### src/rtl/prio_intc_pkg.sv
package prio_intc_pkg;

    // number of request banks and their page numbers
    localparam int BANK_N    = 2;
    localparam int BANK_IRQ  = 0;
    localparam int BANK_FIQ  = 1;

    // page numbers (address bits above the low byte)
    localparam int PAGE_CFG  = 2;
    localparam int PAGE_PRIO = 3;

    // offsets inside a bank page
    localparam logic [7:0] OFS_STAT  = 8'h00;
    localparam logic [7:0] OFS_RAW   = 8'h04;
    localparam logic [7:0] OFS_ENSET = 8'h08;
    localparam logic [7:0] OFS_ENCLR = 8'h0C;
    localparam logic [7:0] OFS_CUR   = 8'h20;
    localparam logic [7:0] OFS_ACK   = 8'h28;
    localparam logic [7:0] OFS_THR   = 8'h2C;

    // offsets inside the configuration page
    localparam logic [7:0] OFS_POL   = 8'h00;
    localparam logic [7:0] OFS_STK   = 8'h04;

endpackage

### src/rtl/intc_src_cond.sv
module intc_src_cond #(
    parameter int N = 32
) (
    input  logic         clk,
    input  logic         rst_n,
    input  logic [N-1:0] src_i,
    input  logic [N-1:0] pol_i,
    input  logic [N-1:0] sticky_i,
    input  logic [N-1:0] clr_i,
    output logic [N-1:0] pend_o
);

    typedef struct packed {
        logic [N-1:0] adj;
        logic [N-1:0] latch;
    } cond_t;

    cond_t        st_d, st_q;
    logic [N-1:0] adj_now;
    logic [N-1:0] rise;

    always_comb begin
        adj_now     = ~(src_i ^ pol_i);
        rise        = adj_now & ~st_q.adj;
        st_d.adj    = adj_now;
        st_d.latch  = sticky_i & ((st_q.latch & ~clr_i) | rise);
    end

    always_ff @(posedge clk or negedge rst_n) begin
        if (!rst_n) begin
            st_q.adj   <= '0;
            st_q.latch <= '0;
        end else begin
            st_q <= st_d;
        end
    end

    for (genvar i = 0; i < N; i++) begin : g_src
        assign pend_o[i] = sticky_i[i] ? st_q.latch[i] : st_q.adj[i];

        // a captured source stays pending until cleared
        p_latch_hold_r4: assert property (@(posedge clk) disable iff (!rst_n)
            sticky_i[i] && st_q.latch[i] && !clr_i[i] |=> st_q.latch[i]);

        // an active-going edge in latch mode is captured
        p_rise_capture_r4: assert property (@(posedge clk) disable iff (!rst_n)
            sticky_i[i] && adj_now[i] && !st_q.adj[i] |=> st_q.latch[i]);

        // level-following mode keeps no captured state
        p_level_no_latch_r4: assert property (@(posedge clk) disable iff (!rst_n)
            !sticky_i[i] |=> !st_q.latch[i]);

        // acknowledge without a new edge releases the capture
        p_clear_drops_r5: assert property (@(posedge clk) disable iff (!rst_n)
            clr_i[i] && !(adj_now[i] && !st_q.adj[i]) |=> !st_q.latch[i]);
    end

endmodule

### src/rtl/intc_bank_arb.sv
module intc_bank_arb #(
    parameter int N  = 32,
    parameter int PW = 4,
    parameter int IW = 5
) (
    input  logic                 clk,
    input  logic                 rst_n,
    input  logic [N-1:0]         pend_i,
    input  logic [N-1:0]         en_i,
    input  logic [N-1:0][PW-1:0] prio_i,
    input  logic [PW-1:0]        thr_i,
    output logic [N-1:0]         stat_o,
    output logic [IW-1:0]        cur_o,
    output logic                 req_o
);

    logic [N-1:0]  elig;
    logic [PW-1:0] best_p;
    logic [IW-1:0] best_i;
    logic          found;

    always_comb begin
        for (int i = 0; i < N; i++) begin
            elig[i] = (prio_i[i] <= thr_i);
        end
        stat_o = pend_i & en_i & elig;

        best_p = '1;
        best_i = '0;
        found  = 1'b0;
        for (int i = 0; i < N; i++) begin
            if (stat_o[i] && (!found || (prio_i[i] < best_p))) begin
                found  = 1'b1;
                best_p = prio_i[i];
                best_i = IW'(i);
            end
        end
    end

    assign cur_o = best_i;
    assign req_o = |stat_o;

    // the reported source is one of the masked sources
    p_cur_in_status_r7: assert property (@(posedge clk) disable iff (!rst_n)
        (|stat_o) |-> stat_o[cur_o]);

    // nothing pending reports source 0
    p_idle_zero_r7: assert property (@(posedge clk) disable iff (!rst_n)
        !(|stat_o) |-> (cur_o == '0));

    // the reported source is enabled, pending and within threshold
    p_cur_eligible_r6: assert property (@(posedge clk) disable iff (!rst_n)
        (|stat_o) |-> (en_i[cur_o] && pend_i[cur_o] && (prio_i[cur_o] <= thr_i)));

    // request line and status agree
    p_req_status_r8: assert property (@(posedge clk) disable iff (!rst_n)
        req_o |-> (stat_o != '0));

endmodule

### src/rtl/prio_intc.sv
module prio_intc
    import prio_intc_pkg::*;
#(
    parameter int NUM_SRC = 32,
    parameter int PRIO_W  = 4,
    parameter int ADDR_W  = 12,
    parameter int DATA_W  = 32
) (
    input  logic               clk,
    input  logic               rst_n,
    input  logic [NUM_SRC-1:0] src_i,
    input  logic [ADDR_W-1:0]  bus_addr,
    input  logic               bus_rd,
    input  logic               bus_wr,
    input  logic [DATA_W-1:0]  bus_wdata,
    output logic [DATA_W-1:0]  bus_rdata,
    output logic               irq_req_o,
    output logic               fiq_req_o
);

    localparam int IDX_W  = $clog2(NUM_SRC);
    localparam int PAGE_W = ADDR_W - 8;
    localparam int NB     = BANK_N;

    typedef struct packed {
        logic [NB-1:0][NUM_SRC-1:0]     en;
        logic [NB-1:0][PRIO_W-1:0]      thr;
        logic [NUM_SRC-1:0]             pol;
        logic [NUM_SRC-1:0]             sticky;
        logic [NUM_SRC-1:0][PRIO_W-1:0] prio;
    } regs_t;

    regs_t                      regs_d, regs_q;
    logic [PAGE_W-1:0]          page;
    logic [7:0]                 ofs;
    logic [5:0]                 pidx;
    logic                       pidx_ok;
    logic [NUM_SRC-1:0]         pend;
    logic [NUM_SRC-1:0]         clr;
    logic [NB-1:0][NUM_SRC-1:0] stat;
    logic [NB-1:0][IDX_W-1:0]   cur;
    logic [NB-1:0]              req;
    logic [DATA_W-1:0]          rd_mux;

    assign page    = bus_addr[ADDR_W-1:8];
    assign ofs     = bus_addr[7:0];
    assign pidx    = ofs[7:2];
    assign pidx_ok = (page == PAGE_W'(PAGE_PRIO)) && (ofs[1:0] == 2'b00)
                     && (int'(pidx) < NUM_SRC);

    // ---------------- next-state of the register file ----------------
    always_comb begin
        regs_d = regs_q;
        if (bus_wr) begin
            for (int b = 0; b < NB; b++) begin
                if (page == PAGE_W'(b)) begin
                    case (ofs)
                        OFS_ENSET: regs_d.en[b]  = regs_q.en[b] | bus_wdata[NUM_SRC-1:0];
                        OFS_ENCLR: regs_d.en[b]  = regs_q.en[b] & ~bus_wdata[NUM_SRC-1:0];
                        OFS_THR:   regs_d.thr[b] = bus_wdata[PRIO_W-1:0];
                        default: ;
                    endcase
                end
            end
            if (page == PAGE_W'(PAGE_CFG)) begin
                case (ofs)
                    OFS_POL: regs_d.pol    = bus_wdata[NUM_SRC-1:0];
                    OFS_STK: regs_d.sticky = bus_wdata[NUM_SRC-1:0];
                    default: ;
                endcase
            end
            if (pidx_ok) begin
                for (int i = 0; i < NUM_SRC; i++) begin
                    if (pidx == 6'(i)) begin
                        regs_d.prio[i] = bus_wdata[PRIO_W-1:0];
                    end
                end
            end
        end
    end

    always_ff @(posedge clk or negedge rst_n) begin
        if (!rst_n) begin
            regs_q.en     <= '0;
            regs_q.thr    <= '1;
            regs_q.pol    <= '1;
            regs_q.sticky <= '0;
            regs_q.prio   <= '0;
        end else begin
            regs_q <= regs_d;
        end
    end

    // ---------------- acknowledge: clear the reported source ----------------
    always_comb begin
        clr = '0;
        if (bus_rd) begin
            for (int b = 0; b < NB; b++) begin
                if ((page == PAGE_W'(b)) && (ofs == OFS_ACK) && (|stat[b])) begin
                    clr[cur[b]] = 1'b1;
                end
            end
        end
    end

    // ---------------- read data ----------------
    always_comb begin
        rd_mux = '0;
        for (int b = 0; b < NB; b++) begin
            if (page == PAGE_W'(b)) begin
                case (ofs)
                    OFS_STAT:           rd_mux = DATA_W'(stat[b]);
                    OFS_RAW:            rd_mux = DATA_W'(pend);
                    OFS_ENSET,
                    OFS_ENCLR:          rd_mux = DATA_W'(regs_q.en[b]);
                    OFS_CUR, OFS_ACK:   rd_mux = DATA_W'(cur[b]);
                    OFS_THR:            rd_mux = DATA_W'(regs_q.thr[b]);
                    default: ;
                endcase
            end
        end
        if (page == PAGE_W'(PAGE_CFG)) begin
            case (ofs)
                OFS_POL: rd_mux = DATA_W'(regs_q.pol);
                OFS_STK: rd_mux = DATA_W'(regs_q.sticky);
                default: ;
            endcase
        end
        if (pidx_ok) begin
            for (int i = 0; i < NUM_SRC; i++) begin
                if (pidx == 6'(i)) begin
                    rd_mux = DATA_W'(regs_q.prio[i]);
                end
            end
        end
    end

    assign bus_rdata = rd_mux;

    // ---------------- datapath ----------------
    intc_src_cond #(.N(NUM_SRC)) u_cond (
        .clk      (clk),
        .rst_n    (rst_n),
        .src_i    (src_i),
        .pol_i    (regs_q.pol),
        .sticky_i (regs_q.sticky),
        .clr_i    (clr),
        .pend_o   (pend)
    );

    for (genvar b = 0; b < NB; b++) begin : g_bank
        intc_bank_arb #(.N(NUM_SRC), .PW(PRIO_W), .IW(IDX_W)) u_arb (
            .clk    (clk),
            .rst_n  (rst_n),
            .pend_i (pend),
            .en_i   (regs_q.en[b]),
            .prio_i (regs_q.prio),
            .thr_i  (regs_q.thr[b]),
            .stat_o (stat[b]),
            .cur_o  (cur[b]),
            .req_o  (req[b])
        );
    end

    assign irq_req_o = req[BANK_IRQ];
    assign fiq_req_o = req[BANK_FIQ];

    // bits written to enable-set are enabled afterwards
    p_enset_r2: assert property (@(posedge clk) disable iff (!rst_n)
        bus_wr && (page == PAGE_W'(BANK_IRQ)) && (ofs == OFS_ENSET)
        |=> ((regs_q.en[BANK_IRQ] & $past(bus_wdata[NUM_SRC-1:0]))
             == $past(bus_wdata[NUM_SRC-1:0])));

    // bits written to enable-clear are disabled afterwards
    p_enclr_r2: assert property (@(posedge clk) disable iff (!rst_n)
        bus_wr && (page == PAGE_W'(BANK_FIQ)) && (ofs == OFS_ENCLR)
        |=> ((regs_q.en[BANK_FIQ] & $past(bus_wdata[NUM_SRC-1:0])) == '0));

    // writes to the normal bank leave the fast bank untouched
    p_bank_iso_r9: assert property (@(posedge clk) disable iff (!rst_n)
        bus_wr && (page == PAGE_W'(BANK_IRQ))
        |=> ($stable(regs_q.en[BANK_FIQ]) && $stable(regs_q.thr[BANK_FIQ])));

    // at most one source is released per acknowledge
    p_one_clear_r5: assert property (@(posedge clk) disable iff (!rst_n)
        $onehot0(clr));

endmodule

### config.mk
export PLATFORM = sky130hd
export DESIGN_NAME = prio_intc
export DESIGN_NICKNAME = d
export VERILOG_FILES = /design/src/rtl/prio_intc_pkg.sv /design/src/rtl/intc_src_cond.sv /design/src/rtl/intc_bank_arb.sv /design/src/rtl/prio_intc.sv
export SDC_FILE = /design/constraint.sdc
export NUM_CORES = 2
export LEC_CHECK = 0
export CORE_MARGIN = 3
export CORE_UTILIZATION = 38
export CTS_CLUSTER_SIZE = 14
export DETAILED_ROUTE_END_ITERATION = 10
export HOLD_SLACK_MARGIN = 0.08
export SETUP_SLACK_MARGIN = 0.4
export SLEW_MARGIN = 20
export SYNTH_ARGS = -nofsm -noshare
export SYNTH_HDL_FRONTEND = slang
export SYNTH_SLANG_ARGS = --single-unit
### constraint.sdc
create_clock -name clk -period 83.2 [get_ports clk]
set_clock_uncertainty 0.1 [all_clocks]
set_input_delay 12.48 -clock clk [delete_from_list [all_inputs] [get_ports clk]]
set_output_delay 12.48 -clock clk [all_outputs]
set_load 0.01 [all_outputs]
==> impl_results.md <==
* EDFF count, synth at 0
* Ys flop type: dfrtp_1
* Final setup violation count at 0
* Die area at 94,000 µm²
* RSZ-0062 raised after global routing: no
* Initial antenna violation count at 6
* Internal power at 0.000315 W
* CP most frequent cell: ha_1
* Clk slew on worst S/H paths at 60 ps
* Placed instance area at 36,800 µm²
* Avg WL per Cell at 25.5 µm
* CP Capture Type: output port
* R2r setup slk at 29,170 ps
* Max rail drop VDD at 16.0 µV
* Seq/Total Area, Yosys at 0.240
* CTS Sinks at 328
* P_sw at 0.000125 W
* Normalized max-slew margin at 0.195
* Pins Over Slew Limit at 0
* Hold path start: u_cond.st_q[59]
* Number of global-route vias before repair at 32,949
* CTS tree: built
* Tcrit/Tclk final at 0.802
* Post-synth top cells: ha_1, nand2_1, nor2_1, a21oi_1, o21ai_0
* DP Wirelength at 106,000 µm
* Design area at 38,400 µm²
* CTS buffer count at 44
* DRC at 0
* Reg-to-Reg Start: regs_q[197]
* Synthesized flop and latch total at 328
* Status: finished clean
* Final hold violation count at 0
* Antenna Violating Nets Remaining at 0
* Least-Margin Pin Slew at 1190 ps
* Worst hold slack at 434 ps
* Initial Util at 0.386
* # hold bufs at CTS at 0
* Reg2reg path depth at 237
* Critical-path maximum fanout at 20
* Post-CTS setup buffers at 0
* Die X-Extent at 307 µm
* DR vias at 35,327
* Share of cells above drive strength 1 at 0.0967
* GP Congestion at 1.01
* Via density at 6.35
* Share of the synthesized area in the top cell type at 0.210
* Ranking of synthesized cells by area: dfrtp_1, ha_1, a21oi_1
* Synthesized Nets at 4,767
* # resized after CTS at 0
* Io pins at 114
* Nature of the critical path startpoint: flop
* Area growth from synthesis to layout at 11.8%
* First-pass GRT wire length at 212,000 µm
* Gate Count Post-Synth at 4,303
* Cell variety after synth at 119
* Cell row count at 109
* Max-Cap Viols at 0
* WL final at 142,000 µm
* Root Buffer: clkbuf_16
* Setup tns final at 0 ps
* Port bufs at 113
* GRT Residual Overflow at 0
* Kind of critical path: reg -> out
* Clock Tree Buf Depth at 3
* H-tree levels at 2
* Hold crit path type: reg -> reg
* Logic pwr share at 0.138
* Skew-Pair Late Insertion Delay at 620 ps
* DRT iter0 DRCs at 3,664
* Ys Warns at 0
* Final worst slack at 16,470 ps
* Static leakage at 17.5 nW
* Tmin final at 66,730 ps
* WHS Endpoint: u_cond.st_q[27]
* DR pass1 iterations at 6
* GRT Total Usage at 0.293
* Reg2Reg Capture Point: u_cond.st_q[19]
* Switching portion of total power at 0.284
* Fmax at 0.0150 GHz
* Post-Syn Area per Cell at 7.98 µm²
* Sequential Power Share at 0.369
* Leading area contributor after synthesis: dfrtp_1
* Critical-path top delay cell: o41ai_1
* Core ar. at 89,100 µm²
* Share of power burned in the clock network at 0.493
* Critical path required time at 70,620 ps
* Worst hold path stage count at 3
* Filler instances at 8,988
* Nets at 4,826
* Mapped cell area at 34,300 µm²
* PD cells at 11.5 nW/µm²
* Dpl ws at 18,010 ps
* Slowest cell delay on critical path at 860 ps
* Die H at 307 µm
* Asr flop ratio synth at 1.00
* Pin count of the biggest net entering global routing at 103
* Critical path data arrival time at 54,150 ps
## cell families after synthesis
| group | Yosys count | synth area share |
|---|---|---|
| DFF | 328 | 0.240 |
| and+or+nand+nor | 1366 | 0.192 |
| muxes | 198 | 0.0639 |
| AOI/OAI and AO/OA | 1570 | 0.303 |
| adders and majority gates | 403 | 0.145 |
| buffers and inverters | 390 | 0.0435 |
| xor gates and xnor gates | 48 | 0.0122 |
## through the flow
stage          utilization  cells  total power (W)
6_report             0.431   5567         0.000441
5_1_grt              0.431   5562         0.000455
4_1_cts              0.431   5562         0.000443
3_5_place_dp         0.413   5481         0.000225
3_3_place_gp         0.413   5481         0.000224
2_1_floorplan            -   4303         0.000201
## layout make-up
cell class              instances  area [µm²]  area share
clock inverters                26         388      0.0101
multi-input cells            3585       24700       0.643
repair buffers                162        1480      0.0385
inverters                     241         905      0.0236
diodes                          5        12.5    0.000326
well taps                    1165        1460      0.0380
clock buffers                  55        1220      0.0319
flip-flops and latches        328        8260       0.215
## worst max path at each step
| stage | start | end | cells past startpoint |
|---|---|---|---|
| after global routing | regs_q[197] | bus_rdata[2] | 241 |
| after detailed placement | regs_q[197] | bus_rdata[2] | 236 |
| after CTS | regs_q[197] | bus_rdata[2] | 237 |
| after global placement | regs_q[197] | bus_rdata[2] | 238 |
| final | regs_q[197] | bus_rdata[2] | 236 |
| after floorplan | regs_q[197] | bus_rdata[2] | 242 |
## critical path: cells and delay by family, from the launching register on
| kind | cells | cell delay (ps) |
|---|---|---|
| compound gates | 117 | 27470 |
| simple gates | 45 | 8870 |
| fa+ha+maj | 32 | 8690 |
| mux | 14 | 4870 |
| buf+inv | 28 | 3070 |
| flops | 1 | 540 |
## layout by cell type (no fill, tap or decap), drive strengths merged, types with 59 or more instances in the layout
master,count
nand2,385
ha,384
nor2,383
o21ai,381
a21oi,377
dfrtp,288
inv,238
mux2,158
nand3,118
nand2b,114
a31oi,110
nor2b,108
clkdlybuf4s50,106
o22ai,67
a211oi,63
a21o,59
## power groups by stage
stage / registers (W) / logic [W] / clock network, W
floorplan: 0.000165 / 0.0000359 / 0
global placement: 0.000165 / 0.0000589 / 0
detailed placement: 0.000165 / 0.0000592 / 0
CTS: 0.000163 / 0.0000595 / 0.000221
global route: 0.000163 / 0.0000665 / 0.000226
finish: 0.000163 / 0.0000606 / 0.000217
## layer usage
metal / routed length [µm] / part of all wire / vias to the layer above / GRT usage
met5: 24 / 0.00017 / - / 0
met4: 7390 / 0.052 / 4 / 0.136
met3: 11500 / 0.081 / 320 / 0.0525
met2: 61700 / 0.43 / 1578 / 0.457
met1: 61400 / 0.43 / 17071 / 0.395
li1: - / - / 16354 / -
Power figures use the tool's default switching activity.
